<file path="config.mk">
export PLATFORM = sky130hd
export DESIGN_NAME = prty_xcvr
export DESIGN_NICKNAME = d
export VERILOG_FILES = /design/src/rtl/xfer_pkg.sv /design/src/rtl/xfer_edge.sv /design/src/rtl/xfer_lane.sv /design/src/rtl/prty_xcvr.sv
export SDC_FILE = /design/constraint.sdc
export NUM_CORES = 1
export LEC_CHECK = 0
export ABC_AREA = 1
export BUFFER_PORTS_ARGS = -buffer_cell sky130_fd_sc_hd__buf_2
export CORE_UTILIZATION = 30
export CTS_BUF_LIST = sky130_fd_sc_hd__clkbuf_4
export DETAILED_ROUTE_END_ITERATION = 12
export GPL_TIMING_DRIVEN = 0
export MAX_ROUTING_LAYER = met4
export SLEW_MARGIN = 20
export SYNTH_ARGS = -nofsm -noshare
export SYNTH_HDL_FRONTEND = slang
export SYNTH_SLANG_ARGS = --single-unit
</file>
<file path="constraint.sdc">
create_clock -name clk_i -period 2.4 [get_ports clk_i]
set_clock_uncertainty 0.05 [all_clocks]
set_input_delay 0.24 -clock clk_i [delete_from_list [all_inputs] [get_ports clk_i]]
set_output_delay 0.24 -clock clk_i [all_outputs]
set_load 0.02 [all_outputs]
</file>
<file path="src/rtl/xfer_pkg.sv">
package xfer_pkg;
  localparam int unsigned DATA_W = 8;
endpackage

</file>
<file path="src/rtl/xfer_edge.sv">
module xfer_edge #(
  parameter logic IDLE = 1'b1
) (
  input  logic clk_i,
  input  logic rst_ni,
  input  logic sig_i,
  output logic rise_o
);
  logic sig_q;

  always_ff @(posedge clk_i or negedge rst_ni) begin
    if (!rst_ni) sig_q <= IDLE;
    else         sig_q <= sig_i;
  end

  assign rise_o = sig_i & ~sig_q;
endmodule

</file>
<file path="src/rtl/xfer_lane.sv">
module xfer_lane #(
  parameter int unsigned DW = 8
) (
  input  logic          clk_i,
  input  logic          rst_ni,
  input  logic          stb_i,
  input  logic          ce_ni,
  input  logic          oe_ni,
  input  logic [DW-1:0] d_i,
  output logic [DW-1:0] q_o,
  output logic          flag_o
);
  logic stb_rise, oe_rise, load;

  xfer_edge #(.IDLE(1'b1)) u_stb (
    .clk_i(clk_i), .rst_ni(rst_ni), .sig_i(stb_i), .rise_o(stb_rise)
  );
  xfer_edge #(.IDLE(1'b1)) u_oe (
    .clk_i(clk_i), .rst_ni(rst_ni), .sig_i(oe_ni), .rise_o(oe_rise)
  );

  assign load = stb_rise & ~ce_ni;

  always_ff @(posedge clk_i or negedge rst_ni) begin
    if (!rst_ni)   q_o <= '0;
    else if (load) q_o <= d_i;
  end

  // set wins over clear
  always_ff @(posedge clk_i or negedge rst_ni) begin
    if (!rst_ni)      flag_o <= 1'b0;
    else if (load)    flag_o <= 1'b1;
    else if (oe_rise) flag_o <= 1'b0;
  end

  // qualifier high means no capture
  a_r1_r6_hold: assert property (@(posedge clk_i) disable iff (!rst_ni)
    ce_ni |=> $stable(q_o));
  // load raises the flag
  a_r2_r6_set: assert property (@(posedge clk_i) disable iff (!rst_ni)
    (stb_rise && !ce_ni) |=> flag_o);
  // enable release clears flag unless a load collides
  a_r5_r7_clear: assert property (@(posedge clk_i) disable iff (!rst_ni)
    (oe_rise && !(stb_rise && !ce_ni)) |=> !flag_o);
endmodule

</file>
<file path="src/rtl/prty_xcvr.sv">
module prty_xcvr
  import xfer_pkg::*;
#(
  parameter int unsigned W = DATA_W
) (
  input  logic         clk_i,
  input  logic         rst_ni,
  input  logic         r_clk_i,
  input  logic         r_ce_ni,
  input  logic         s_clk_i,
  input  logic         s_ce_ni,
  input  logic         oe_ab_ni,
  input  logic         oe_ba_ni,
  input  logic [W-1:0] a_i,
  output logic [W-1:0] a_o,
  output logic         a_oe_o,
  input  logic [W-1:0] b_i,
  output logic [W-1:0] b_o,
  output logic         b_oe_o,
  input  logic         par_i,
  output logic         par_o,
  output logic         par_oe_o,
  output logic         err_o,
  output logic         fr_o,
  output logic         fs_o
);
  localparam int unsigned SW = W + 1;  // S word plus received parity

  logic [W-1:0]  r_q;
  logic [SW-1:0] s_q;

  xfer_lane #(.DW(W)) u_r (
    .clk_i(clk_i), .rst_ni(rst_ni), .stb_i(r_clk_i), .ce_ni(r_ce_ni),
    .oe_ni(oe_ab_ni), .d_i(a_i), .q_o(r_q), .flag_o(fr_o)
  );

  xfer_lane #(.DW(SW)) u_s (
    .clk_i(clk_i), .rst_ni(rst_ni), .stb_i(s_clk_i), .ce_ni(s_ce_ni),
    .oe_ni(oe_ba_ni), .d_i({par_i, b_i}), .q_o(s_q), .flag_o(fs_o)
  );

  assign b_o      = r_q;
  assign b_oe_o   = ~oe_ab_ni;
  assign par_o    = ~(^r_q);
  assign par_oe_o = ~oe_ab_ni;

  assign a_o    = s_q[W-1:0];
  assign a_oe_o = ~oe_ba_ni;
  assign err_o  = oe_ba_ni | (^s_q);

  // driven nine bits carry odd parity
  a_r4_odd_nine: assert property (@(posedge clk_i) disable iff (!rst_ni)
    !oe_ab_ni |-> (^{b_o, par_o}) == 1'b1);
  // no error reported while A side is idle
  a_r8_err_idle: assert property (@(posedge clk_i) disable iff (!rst_ni)
    oe_ba_ni |-> err_o);
endmodule

</file>
==> Word level (Yosys, flattened, before mapping) <==
Index checks and enable logic that the tools add are counted.
{ "classes": {"mux": 4, "n_reduce_logical": 4, "n_bitwise": 16} }
{ "op_table": {"columns": ["operator", "count"], "rows": [
  ["1-bit NOT", 9],
  ["9-bit XOR reduction", 1],
  ["8-bit XOR reduction", 1],
  ["1-bit bitwise AND", 6],
  ["1-bit 2-to-1 mux", 4],
  ["2-bit nonzero test", 2],
  ["1-bit OR", 1]
]} }
{ "word_totals": {"inputBits": 25, "regBits": 23, "output_inout_bits": 23} }

==> Longest topological paths before layout <==
{ "logic_depth": {"word_depth": 4, "depth_mapped": 8, "mapped_depth_nobuf": 8} }

==> Cells and area by module <==
Synthesis repeated with hierarchy kept, for this count alone.
{ "hier_totals": {"cells_unflattened": 144, "hier_area_um2": 1197.4} }
{ "modules_own_cells": {"columns": ["module", "cells_per_inst", "seq_area_each_um2", "area_per_inst_um2", "n_inst"], "rows": [
  ["xfer_lane at u_s", 42, 250.2, 416.6, 1],
  ["xfer_lane at u_r", 38, 225.2, 376.6, 1],
  ["prty_xcvr", 52, 0.0, 259.0, 1],
  ["xfer_edge", 3, 26.3, 36.3, 4]
]} }

==> Worst setup path before layout <==
Ideal clock, no wire load.
{ "synth_timing": {"path_kind": "reg2out", "startpoint": "register u_r.q_o[1]", "endpoint": "output par_o", "path_buffers": 0, "path_stages_with_launch": 6, "path_slack_ns": 1.059, "arrival_ns": 1.051, "cell_sequence": "dfrtp_1 xor2_1 xnor2_1 inv_1 nand2_1 nand2_1"} }
{ "synth_between": {"elab_chain_len": 2} }
{ "synth_lines": {"columns": ["element", "line", "text"], "rows": [
  ["start, declared", "xfer_lane.sv:10", "output logic [DW-1:0] q_o,"],
  ["start signal, assigned", "xfer_lane.sv:26", "else if (load) q_o <= d_i;"],
  ["8-bit XOR reduction", "prty_xcvr.sv:44", "assign par_o = ~(^r_q);"],
  ["1-bit NOT", "prty_xcvr.sv:44", null],
  ["end, declared", "prty_xcvr.sv:21", "output logic par_o,"]
]} }
No other way between the ends.

==> Worst setup path in the final report <==
{ "layout_timing": {"startpoint": "register u_s.q_o[7]", "endpoint": "output err_o"} }
{ "layout_between": {"elab_chain_len": 2} }
{ "layout_lines": {"columns": ["element", "line", "text"], "rows": [
  ["start, declared", "xfer_lane.sv:10", null],
  ["start signal, assigned", "xfer_lane.sv:26", null],
  ["9-bit XOR reduction", "prty_xcvr.sv:49", "assign err_o = oe_ba_ni | (^s_q);"],
  ["1-bit OR", "prty_xcvr.sv:49", null],
  ["end, declared", "prty_xcvr.sv:23", "output logic err_o,"]
]} }
No other way between the ends.

==> results.txt <==
----------------------------------------------------
[Clocking]
  Clock-pin transition on the worst setup and hold timing paths ... 0.13 ns
  Clk Tree Root Cell ... clkbuf_4
  Post-cts gate resize count ... 0
  H-tree lvl count ... 1
  Max clock buf depth ... 2
  TritonCTS clock tree ... built
  Clock latency reported for the late side of the worst-skew pair ... 0.30 ns
  Number of sinks handled by clock tree synthesis ... 23
  Clock buffers created by TritonCTS ... 3

[Synth]
  Syn Nets ... 160
  Count of mapped cells out of synthesis ... 135
  Async set-or-reset flop fraction in the synthesized netlist ... 1.00
  FF+latch count, synth ... 23
  Most common cell in the synthesized netlist ... nand2_1
  Ranking of synthesized cells by area ... dfrtp_1 (39%), nand2_1 (11%), o21ai_2 (9.4%)
  Top cells by instance count after synthesis ... nand2_1 (34), inv_1 (25), dfrtp_1 (19)
  Sequential area share after synthesis ... 0.478
  Cell type with the largest total area after synthesis ... dfrtp_1
  Average cell area after synthesis ... 8.99 um2
  Number of distinct library cells after synthesis ... 17
  Predominant post-synthesis flop cell ... dfrtp_1
  Synth Warn # ... 0
  Syn Std Cell Area ... 1210 um2
  Number of enable flip-flop cells after synthesis ... 0
  Fraction of synthesized cell area taken by the top area cell type ... 0.392

[Global routing]
  Met3 usage ... 0.0104
  GR met2 Demand/Resource ... 0.205
  Global routing met1 resource utilization ... 0.150
  Global-route wire length before repair ... 3940 um
  GRT Residual Overflow ... 0
  Pin count of the biggest net entering global routing ... 24
  Global Route Usage Sum ... 0.122
  Number of antenna violations at the first check in global routing ... 0
  Via count of the first global-routing pass ... 943
  Most used routing layer in global routing ... met2

[Routing]
  Via density per instance ... 4.00
  Post-DRT Antenna Nets ... 0
  Average wire per cell in the routed design ... 9.44 um
  Drt first pass iters ... 4
  Wire length reported by the detailed router ... 2260 um
  Detailed-route via count ... 955
  Detailed router's first-iteration violation count ... 33
  DRC viols ... 0

[Timing]
  Final count of hold timing violations ... 0
  Peak clock frequency supported by timing ... 569 MHz
  Remaining max-slew budget at the tightest pin ... 0.666
  Number of setup violations in the final report ... 0
  Final worst path period share ... 0.733
  Transition time of the tightest slew-check pin ... 0.502 ns
  Final Worst Setup Slack ... 0.641 ns
  Final number of max-transition violations ... 0
  RSZ-0062 raised after global routing ... no
  Setup Total Neg Slack ... 0 ns
  Final critical delay including setup and external delays ... 1.76 ns

[Floorplan]
  Cell Rows ... 22
  Top Ports ... 48
  Initial Util ... 0.322
  Height of the die ... 65.6 um
  Overall die area ... 4300 um2
  Area of the placeable core ... 3770 um2
  Die width ... 65.6 um

[Setup path]
  Most repeated library cell on the critical path ... nand2_1
  Critical path's slowest cell ... dfrtp_1
  Cell-by-cell listing of the critical path ... nor2_1 > inv_1 > nand2_1 > nand2_1 > nand3_1 > nand2_1 > nand2_1 > nand3_1 > buf_2
  Data arrival time at the worst-slack endpoint ... 1.47 ns
  Kind of launch point of the worst setup path ... flop
  Critical path buffer and inverter count ... 2
  Category of cells accounting for the largest share of critical-path delay ... simple AND/OR/NAND/NOR gates
  WS Path Type ... reg2out
  Required time worst endpoint ... 2.11 ns
  Highest fanout seen on the critical path ... 4
  Longest individual stage delay on the worst path ... 0.43 ns
  Capturing element type of the critical path ... output port

[Placement]
  Pre-CTS setup slack ... 0.965 ns
  Number of buffer cells added on primary ports ... 47
  Half-perimeter wire length after placement ... 1740 um
  Routability congestion estimate from global placement ... 0.744

[Pwr]
  Static leakage power ... 0.902 nW
  Total power consumption of the routed design ... 1.14 mW
  P per Cell Area ... 716 nW/um2
  Worst IR Drop VDD ... 0.218 mV

[Cells and area]
  Proportion of layout cells with a drive suffix above 1 ... 0.445
  Total area of multi-input combinational cells ... 424 um2
  # diodes ... 0
  P&R area growth vs syn ... 30.9%
  Storage cell area ... 581 um2
  Fill cell instance count of the final layout ... 408
  Number of nets in the final layout ... 217

[Hold path]
  Worst hold-check path type ... in2reg

[Status]
  Status ... finished clean

[Flow run]
  Number of max-capacitance violations reported ... 0

----------------------------------------------------
[metal layers]
metal  wire [um]  vias to the layer above
met1        1070                      421
met3          65                        2
met4          27                        0
met5           0                        -
li1            -                      512
met2        1090                       20
[cells by family after synthesis]
kind of cell,share of synthesized area
simple gates,0.161
buf+inv,0.172
flops,0.478
compound gates,0.131
xor+xnor,0.0577
[cells in the final DEF (no fill, tap or decap)]
master	instances
nor2_1	6
nand2_1	34
xor2_1	1
xnor2_1	7
buf_2	48
buf_4	9
o21ai_0	2
buf_12	1
inv_1	25
nand3b_1	1
or3b_1	2
nand3_1	4
dlygate4sd3_1	5
clkbuf_4	4
a21oi_2	4
dfrtp_1	19
buf_6	2
o21ai_2	13
dfstp_2	4
[worst reg2reg max path, delay by kind of cell, from the launching register on]
family | cells | cell delay [ns]
AND/OR/NAND/NOR | 2 | 0.42
flip-flops | 1 | 0.38
buffers and inverters | 2 | 0.34
AO/OA/AOI/OAI | 1 | 0.05
[power breakdown]
part           switching [mW]  internal, mW  total (mW)
clock network           0.113        0.0760       0.189
logic                   0.260         0.201       0.461
registers              0.0454         0.443       0.488
[state kept, by name (all words and copies together), names as in the netlist]
name             count
u_s.u_oe.sig_q       1
u_r.q_o              8
u_s.u_stb.sig_q      1
u_r.u_stb.sig_q      1
u_s.flag_o           1
u_r.flag_o           1
u_s.q_o              9
u_r.u_oe.sig_q       1
[path summary, 6_finish.rpt]
path,startpoint,end,slack [ns],cells after the start
hold reg to reg,u_s.q_o[8],u_s.q_o[8],0.47,2
min in group asynchronous,rst_ni,u_r.flag_o,0.37,2
setup / recovery,u_s.q_o[7],err_o,0.64,9
setup reg to reg,u_r.u_stb.sig_q,u_r.q_o[4],1.07,5
max in group asynchronous,rst_ni,u_r.u_stb.sig_q,1.57,2
hold / removal,b_i[0],u_s.q_o[0],0.11,3
[repair_timing]
| item | CTS | global route |
|---|---|---|
| setup buffers | 0 | 0 |
| hold buffers | 5 | 0 |
| hold endpoints to repair | 23 | 0 |
[per-stage QoR]
stage	instances	util	cell area [um2]	hold WS (ns)
final	239	0.421	1590	0.105
after global routing	239	0.421	1590	0.0885
after CTS	239	0.421	1590	0.0972
after detailed placement	230	0.400	1510	0.202
after global placement	230	0.400	1510	0.198
after floorplan	135	-	1210	-0.106
[final cells by class]
| cell class | instances | area share |
|---|---|---|
| Sequential cell | 23 | 0.365 |
| Multi-Input combinational cell | 74 | 0.267 |
| Timing Repair Buffer | 52 | 0.180 |
| Buffer | 13 | 0.0724 |
| Inverter | 25 | 0.0591 |
| Tap cell | 48 | 0.0378 |
| Clock buffer | 4 | 0.0189 |
No activity file was read; power rests on OpenSTA's default activity.
